===== src/rtl/rtc_irq_pkg.sv =====
package rtc_irq_pkg;
  localparam int DATA_W   = 8;
  localparam int NSRC     = 3;
  localparam int FLAG_LSB = 4;
  localparam int IRQF_BIT = 7;

  // Source order inside the flag vector: index 0 update-ended, 1 alarm, 2 periodic
  localparam int SRC_UPDATE   = 0;
  localparam int SRC_ALARM    = 1;
  localparam int SRC_PERIODIC = 2;

  typedef enum logic {SEL_CTRL = 1'b0, SEL_STAT = 1'b1} reg_sel_e;

  function automatic logic [DATA_W-1:0] pack_status(input logic [NSRC-1:0] flags,
                                                    input logic [NSRC-1:0] en);
    logic [DATA_W-1:0] v;
    v = '0;
    v[FLAG_LSB +: NSRC] = flags;
    v[IRQF_BIT] = |(flags & en);
    return v;
  endfunction

  function automatic logic [DATA_W-1:0] pack_ctrl(input logic [NSRC-1:0] en);
    logic [DATA_W-1:0] v;
    v = '0;
    v[FLAG_LSB +: NSRC] = en;
    return v;
  endfunction
endpackage


===== src/rtl/rtc_bus_decode.sv =====
module rtc_bus_decode
  import rtc_irq_pkg::*;
(
  input  logic clk,
  input  logic rst_n,
  input  logic cs,
  input  logic rd,
  input  logic wr,
  input  logic addr,
  output logic wr_ctrl,
  output logic rd_ctrl,
  output logic rd_stat,
  output logic rd_stat_end
);
  logic rd_stat_q;

  always_comb begin
    wr_ctrl = cs && wr && (addr == SEL_CTRL);
    rd_ctrl = cs && rd && (addr == SEL_CTRL);
    rd_stat = cs && rd && (addr == SEL_STAT);
  end

  always_ff @(posedge clk or negedge rst_n) begin
    if (!rst_n) rd_stat_q <= 1'b0;
    else        rd_stat_q <= rd_stat;
  end

  // first cycle in which a status read that was seen at an edge is gone
  assign rd_stat_end = rd_stat_q && !rd_stat;
endmodule


===== src/rtl/rtc_flag_cell.sv =====
module rtc_flag_cell (
  input  logic clk,
  input  logic rst_n,
  input  logic ev,
  input  logic hold,
  input  logic release_now,
  output logic flag,
  output logic pend
);
  always_ff @(posedge clk or negedge rst_n) begin
    if (!rst_n) begin
      flag <= 1'b0;
      pend <= 1'b0;
    end else if (hold) begin
      pend <= pend | ev;
    end else if (release_now) begin
      flag <= pend | ev;
      pend <= 1'b0;
    end else begin
      flag <= flag | ev;
    end
  end
endmodule


===== src/rtl/rtc_flag_bank.sv =====
module rtc_flag_bank
  import rtc_irq_pkg::*;
#(
  parameter int N = NSRC
) (
  input  logic         clk,
  input  logic         rst_n,
  input  logic [N-1:0] ev,
  input  logic         hold,
  input  logic         release_now,
  output logic [N-1:0] flags,
  output logic [N-1:0] pend
);
  for (genvar i = 0; i < N; i++) begin : g_src
    rtc_flag_cell u_cell (
      .clk        (clk),
      .rst_n      (rst_n),
      .ev         (ev[i]),
      .hold       (hold),
      .release_now(release_now),
      .flag       (flags[i]),
      .pend       (pend[i])
    );
  end
endmodule


===== src/rtl/rtc_irq_gate.sv =====
module rtc_irq_gate
  import rtc_irq_pkg::*;
#(
  parameter int N = NSRC
) (
  input  logic         clk,
  input  logic         rst_n,
  input  logic         wr_ctrl,
  input  logic [N-1:0] en_wdata,
  input  logic [N-1:0] flags,
  output logic [N-1:0] en,
  output logic         irq_any
);
  always_ff @(posedge clk or negedge rst_n) begin
    if (!rst_n)       en <= '0;
    else if (wr_ctrl) en <= en_wdata;
  end

  assign irq_any = |(flags & en);
endmodule


===== src/rtl/rtc_irq_flags.sv =====
module rtc_irq_flags
  import rtc_irq_pkg::*;
(
  input  logic              clk,
  input  logic              rst_n,
  input  logic              cs,
  input  logic              rd,
  input  logic              wr,
  input  logic              addr,
  input  logic [DATA_W-1:0] wdata,
  output logic [DATA_W-1:0] rdata,
  input  logic              ev_alarm,
  input  logic              ev_periodic,
  input  logic              ev_update,
  output logic              irq_n
);
  logic            wr_ctrl, rd_ctrl, rd_stat, rd_stat_end;
  logic [NSRC-1:0] ev_vec, flags, pend, en;
  logic            irq_any;

  always_comb begin
    ev_vec               = '0;
    ev_vec[SRC_UPDATE]   = ev_update;
    ev_vec[SRC_ALARM]    = ev_alarm;
    ev_vec[SRC_PERIODIC] = ev_periodic;
  end

  rtc_bus_decode u_dec (
    .clk(clk), .rst_n(rst_n), .cs(cs), .rd(rd), .wr(wr), .addr(addr),
    .wr_ctrl(wr_ctrl), .rd_ctrl(rd_ctrl), .rd_stat(rd_stat), .rd_stat_end(rd_stat_end)
  );

  rtc_flag_bank #(.N(NSRC)) u_bank (
    .clk(clk), .rst_n(rst_n), .ev(ev_vec), .hold(rd_stat),
    .release_now(rd_stat_end), .flags(flags), .pend(pend)
  );

  rtc_irq_gate #(.N(NSRC)) u_gate (
    .clk(clk), .rst_n(rst_n), .wr_ctrl(wr_ctrl),
    .en_wdata(wdata[FLAG_LSB +: NSRC]), .flags(flags),
    .en(en), .irq_any(irq_any)
  );

  always_comb begin
    if (rd_stat)      rdata = pack_status(flags, en);
    else if (rd_ctrl) rdata = pack_ctrl(en);
    else              rdata = '0;
  end

  assign irq_n = ~irq_any;
endmodule


===== config.mk =====
export PLATFORM = sky130hd
export DESIGN_NAME = rtc_irq_flags
export DESIGN_NICKNAME = d
export VERILOG_FILES = /design/src/rtl/rtc_irq_pkg.sv /design/src/rtl/rtc_bus_decode.sv /design/src/rtl/rtc_flag_cell.sv /design/src/rtl/rtc_flag_bank.sv /design/src/rtl/rtc_irq_gate.sv /design/src/rtl/rtc_irq_flags.sv
export SDC_FILE = /design/constraint.sdc
export NUM_CORES = 1
export LEC_CHECK = 0
export BUFFER_PORTS_ARGS = -buffer_cell sky130_fd_sc_hd__buf_2
export CAP_MARGIN = 20
export CORE_UTILIZATION = 30
export CTS_BUF_LIST = sky130_fd_sc_hd__clkbuf_4 sky130_fd_sc_hd__clkbuf_8
export CTS_CLUSTER_SIZE = 8
export DETAILED_ROUTE_END_ITERATION = 6
export GPL_ROUTABILITY_DRIVEN = 0
export PLACE_DENSITY = 0.57
export SLEW_MARGIN = 20
export SYNTH_ARGS = -nofsm -noshare
export SYNTH_HDL_FRONTEND = slang
export SYNTH_SLANG_ARGS = --single-unit

===== constraint.sdc =====
create_clock -name clk -period 1 [get_ports clk]
set_input_delay 0.2 -clock clk [delete_from_list [all_inputs] [get_ports clk]]
set_output_delay 0.2 -clock clk [all_outputs]
set_load 0.005 [all_outputs]

# [Word level (Yosys, flattened, before mapping)]
# Index checks and enable logic that the tools add are counted.
[totals] register_bits=10 input_bits=17 out_inout_bits=9 word_cells=35
[op_classes] n_mux=9 n_bitwise=9 reduce_logical=9
[ops] operator="$mux W8" n=1
[ops] operator="$mux W1" n=7
[ops] operator="$mux W7" n=1
[ops] operator="$logic_and A1 B1 Y1" n=6
[ops] operator="$or A1 B1 Y1" n=6
[ops] operator="$and A3 B3 Y3" n=1
[ops] operator="$reduce_or A3 Y1" n=1
[ops] operator="$not A1 Y1" n=2
[ops] operator="$reduce_bool A2 Y1" n=1
[ops] operator="$logic_not A1 Y1" n=1

# [Longest topological paths before layout]
[logic_depth] word_depth=6 depth_mapped=5 ltp_nobuf=4

# [Hierarchy]
# A second synthesis with hierarchy kept.
[unflattened] cells_unflattened=59 area_unflattened_um2=536.8
[by_module_without_submodules] module="rtc_flag_cell" instances=3 cells_each=9 area_per_inst_um2=87.6 seq_area_each_um2=50.0
[by_module_without_submodules] module="rtc_irq_gate" instances=1 cells_each=8 area_per_inst_um2=122.6 seq_area_each_um2=75.1
[by_module_without_submodules] module="rtc_irq_flags" instances=1 cells_each=17 area_per_inst_um2=91.3 seq_area_each_um2=0.0
[by_module_without_submodules] module="rtc_bus_decode" instances=1 cells_each=7 area_per_inst_um2=60.1 seq_area_each_um2=25.0

# [Worst setup path before layout]
# Ideal clock, no wire load.
[synth_path] path_kind="register to output" startpoint="register u_bank.g_src[0].u_cell.flag" endpoint="output port rdata[7]" t_arrival_ns=0.881 t_required_ns=0.800 setup_slack_ns=-0.081 path_stages_with_launch=3 n_path_buf=0 cell_sequence="dfrtp_1 > a222oi_1 > nor2_1"
[synth_via] elab_chain_cells=3
[synth_lines] element="start, declared" line_no="rtc_flag_cell.sv:7" text="output logic flag,"
[synth_lines] element="start signal, assigned" line_no="rtc_flag_cell.sv:17" text="flag <= pend | ev;"
[synth_lines] element="start signal, assigned" line_no="rtc_flag_cell.sv:20" text="flag <= flag | ev;"
[synth_lines] element="$and A3 B3 Y3" line_no="rtc_irq_pkg.sv:19" text="v[IRQF_BIT] = |(flags & en);"
[synth_lines] element="$reduce_or A3 Y1" line_no="rtc_irq_pkg.sv:19"
[synth_lines] element="$mux W8" line_no="rtc_irq_flags.sv:45" text="if (rd_stat) rdata = pack_status(flags, en);"
[synth_lines] element="end, declared" line_no="rtc_irq_flags.sv:11" text="output logic [DATA_W-1:0] rdata,"
# No other way between the ends.

# [Worst setup path in the final report]
[layout_path] startpoint="register u_gate.en[0]" endpoint="output port rdata[7]"
[layout_via] elab_chain_cells=3
[layout_lines] element="start, declared" line_no="rtc_irq_gate.sv:11" text="output logic [N-1:0] en,"
[layout_lines] element="start signal, assigned" line_no="rtc_irq_gate.sv:16" text="else if (wr_ctrl) en <= en_wdata;"
[layout_lines] element="$and A3 B3 Y3" line_no="rtc_irq_pkg.sv:19"
[layout_lines] element="$reduce_or A3 Y1" line_no="rtc_irq_pkg.sv:19"
[layout_lines] element="$mux W8" line_no="rtc_irq_flags.sv:45"
# No other way between the ends.

==> summary.md <==
| Metric | Value |
|---|---|
| All-Layer GR Usage | 13.5% |
| CP Cell Sequence | a222oi_1 > nor2_1 > buf_2 |
| Clock power frac | 33.6% |
| Length of routed met2 wiring | 478 um |
| Setup repair after global routing missed its margin | true |
| Unique cell type count in the Yosys netlist | 15 |
| Post-synth EDFFs | 0 |
| Area added between synthesis and finish | 35.3% |
| Fraction of layout instances using a drive strength above 1 | 47.3% |
| Clock tree skew after final layout | 1.88 ps |
| Largest vdd supply drop | 890 uV |
| Ant diodes | 0 |
| Area taken by flip-flops and latches | 250 sq um |
| Sinks on Clock Net | 10 |
| Average via count per standard cell | 4.84 |
| Sw power | 289 uW |
| Minimum setup slack among reg-to-reg paths | 50 ps |
| Floorplan row count | 14 |
| Boundary Pins | 26 |
| Number of DRC markers after the initial detailed-route iteration | 6 |
| Hold Crit Start | wdata[4] |
| Peak Freq | 674 MHz |
| Final Max Slew Viols | 0 |
| Syn avg cell area | 11.3 sq um |
| Highest net fanout along the worst path | 2 |
| Clock latency at the later pin of the worst-skew pair | 270 ps |
| Longest Clk Path Bufs | 2 |
| Antenna violation net count after detailed routing | 0 |
| Slowest Stage Delay on Critical Path | 410 ps |
| Final Hold Fails | 0 |
| Classification of the worst setup path | reg2out |
| Clock slew seen by the registers of the worst setup and hold paths | 70 ps |
| Number of CTS-inserted buffers | 3 |
| Cell-internal power | 825 uW |
| Sequential fraction of the synthesis area | 47.1% |
| Reg-to-reg critical path endpoint | u_bank.g_src[2].u_cell.flag |
| Number of endpoints failing setup at the final stage | 5 |
| Cell type with the highest aggregate area in the netlist | sky130_fd_sc_hd__dfrtp_1 |
| Category of the worst setup path capture point | output port |
| Number of port buffers | 16 |
| Uppermost metal layer occupied by signal nets | met4 |
| Number of optimization iterations in the first detailed-route pass | 6 |
| Max-Cap Viols | 0 |
| Worst setup slack after layout | -483 ps |
| Hold path cells | 2 |
| Synth warnings | 0 |
| Most frequently used flop master after synthesis | sky130_fd_sc_hd__dfrtp_1 |
| Leakage power | 0.000375 uW |
| Worst setup timing slack at the placement stage | -169 ps |
| Minimum hold slack | 158 ps |
| DRC Markers | 0 |
| Area taken by multi-input logic gates | 245 sq um |
| Non-filler instance count after layout | 90 |
| Die outline width | 44.1 um |
| Floorplan core area | 0.00158 sq mm |
| Proportion of register bits with asynchronous set or reset after synthesis | 100% |
| Summed instance area of the synthesized netlist | 532 sq um |
| Clock Tree Root | sky130_fd_sc_hd__clkbuf_4 |
| Largest net degree at the start of global routing | 11 |
| First-pass GRT wire length | 1.86 mm |
| Run status | finished with violations |
| Violations in the final reports | negative setup slack |
| Synthesized instance count | 47 |
| Reg power frac | 44.0% |
| Number of filler instances in the final layout | 154 |
| Total power divided by cell area | 1550 mW/mm^2 |
| Beginning of the worst register-to-register path | u_dec.rd_stat_q |
| # placed instances | 85 |
| CP startpoint kind | flip-flop |
| Clock tree from TritonCTS | built |
| Initial antenna violation count | 0 |
| Worst Reg2Reg Path Length in Cells | 2 |
| Placed wire-length estimate after detailed placement | 862 um |
| Cells taking the most area after synthesis | sky130_fd_sc_hd__dfrtp_1 47%, sky130_fd_sc_hd__mux2_4 8.5%, sky130_fd_sc_hd__nor2_1 7.1%, sky130_fd_sc_hd__a21oi_1 5.6%, sky130_fd_sc_hd__mux2i_1 5.6% |
| Count of state elements after synthesis | 10 |
| Vias in the first global route | 428 |
| Nets | 92 |
| Total gr overflow | 0 |
| Fraction of post-synthesis cell area in the top cell type by area | 47.1% |
| Met1 WL | 529 um |
| Path category of the worst min-delay check | in2reg |
| Endpoint with the worst hold slack | u_gate.en[0] |
| Worst path required time | 800 ps |
| Gate power share | 22.5% |
| Starting Density | 33.7% |
| Final core area utilization | 45.6% |
| Top post-synthesis cells by count | 10 x sky130_fd_sc_hd__dfrtp_1, 10 x sky130_fd_sc_hd__nor2_1, 6 x sky130_fd_sc_hd__a21oi_1 |
| Switching Fraction | 25.9% |
| Post-layout minimum cycle time | 1480 ps |
| Average routed wire per standard cell | 12.1 um |
| Area of the die | 0.00194 sq mm |
| Critical-path top delay cell | sky130_fd_sc_hd__a222oi_1 |
| Number of vias after detailed routing | 436 |
| Final period utilization | 148% |
| DIE HEIGHT | 44.1 um |
| Final wirelength | 1.09 mm |
| Max H-tree Level | 1 |
| Detail Route met3 WL | 71 um |
| Arrival time of the worst setup path | 1280 ps |
| Final TNS setup | -1820 ps |
==> stage by stage <==
step	power [uW]	cell area (sq um)
5_1_grt	1190	719
6_report	1110	719
3_5_place_dp	740	662
4_1_cts	1140	719
3_3_place_gp	736	662
2_1_floorplan	626	543
==> routing by layer <==
layer  global-route usage (%)  vias up
li1                         -      214
met1                     17.4      205
met2                     20.6       15
met3                     6.12        2
met4                     3.64        0
met5                        0        -
==> layout make-up <==
| cell class | instances | share of cell area [%] |
|---|---|---|
| clock buffers | 4 | 5.04 |
| multi-input cells | 34 | 34.1 |
| inverters | 1 | 0.870 |
| repair buffers | 25 | 22.4 |
| flip-flops and latches | 10 | 34.8 |
| well taps | 16 | 2.78 |
==> worst max-delay path by stage <==
stage                       startpoint        to  slack, ps  cells past startpoint
after floorplan           u_gate.en[0]  rdata[7]        -80                      2
after global placement    u_gate.en[0]  rdata[7]       -140                      3
after detailed placement  u_gate.en[0]  rdata[7]       -170                      3
after CTS                 u_gate.en[0]  rdata[7]       -490                      3
after global routing      u_gate.en[0]  rdata[7]       -620                      3
final                     u_gate.en[0]  rdata[7]       -480                      3
==> critical path, delay by kind of cell (launching register included) <==
family | cells | cell delay, ps
AO/OA/AOI/OAI | 1 | 410
AND/OR/NAND/NOR | 1 | 70
flip-flops | 1 | 390
buffers and inverters | 1 | 140
==> cells in the final DEF (no fill, tap or decap), drive strengths merged <==
cell,synthesis,routed
mux2,3,3
buf,5,24
mux2i,3,3
nand3,1,1
dlygate4sd3,0,1
o32a,3,3
clkbuf,0,4
inv,1,1
a222oi,1,1
nand2,2,2
nand3b,1,1
dfrtp,10,10
nor2,10,10
a21oi,6,6
conb,1,4
==> kinds of logic (layout without fill, tap and decap cells) <==
kind of cell / Yosys count / after routing / synth area share (%)
mux: 6 / 6 / 14.1
buf+inv: 6 / 30 / 8.94
compound gates: 10 / 10 / 13.2
other cells: 1 / 4 / 0.705
simple gates: 14 / 14 / 16.0
flops: 10 / 10 / 47.1
==> timing repair <==
item	4_1_cts	5_1_grt
hold buffers	1	0
endpoints found under the setup margin	5	5
endpoints found under the hold margin	10	0
setup buffers	0	1
resized for setup	3	1
cloned	0	0
pin swaps	0	1
==> state kept, by name, indices dropped and copies added (netlist names) <==
register and cells:
u_gate.en 3, u_bank.g_src.u_cell.flag 3, u_dec.rd_stat_q 1, u_bank.g_src.u_cell.pend 3
==> power by group through the flow <==
stage	clock [uW]	combinational, uW	sequential (uW)
CTS	393	254	489
detailed placement	0	246	494
global route	416	279	495
finish	374	250	490
floorplan	0	134	492
global placement	0	241	494
No activity file was read; power rests on OpenSTA's default activity.
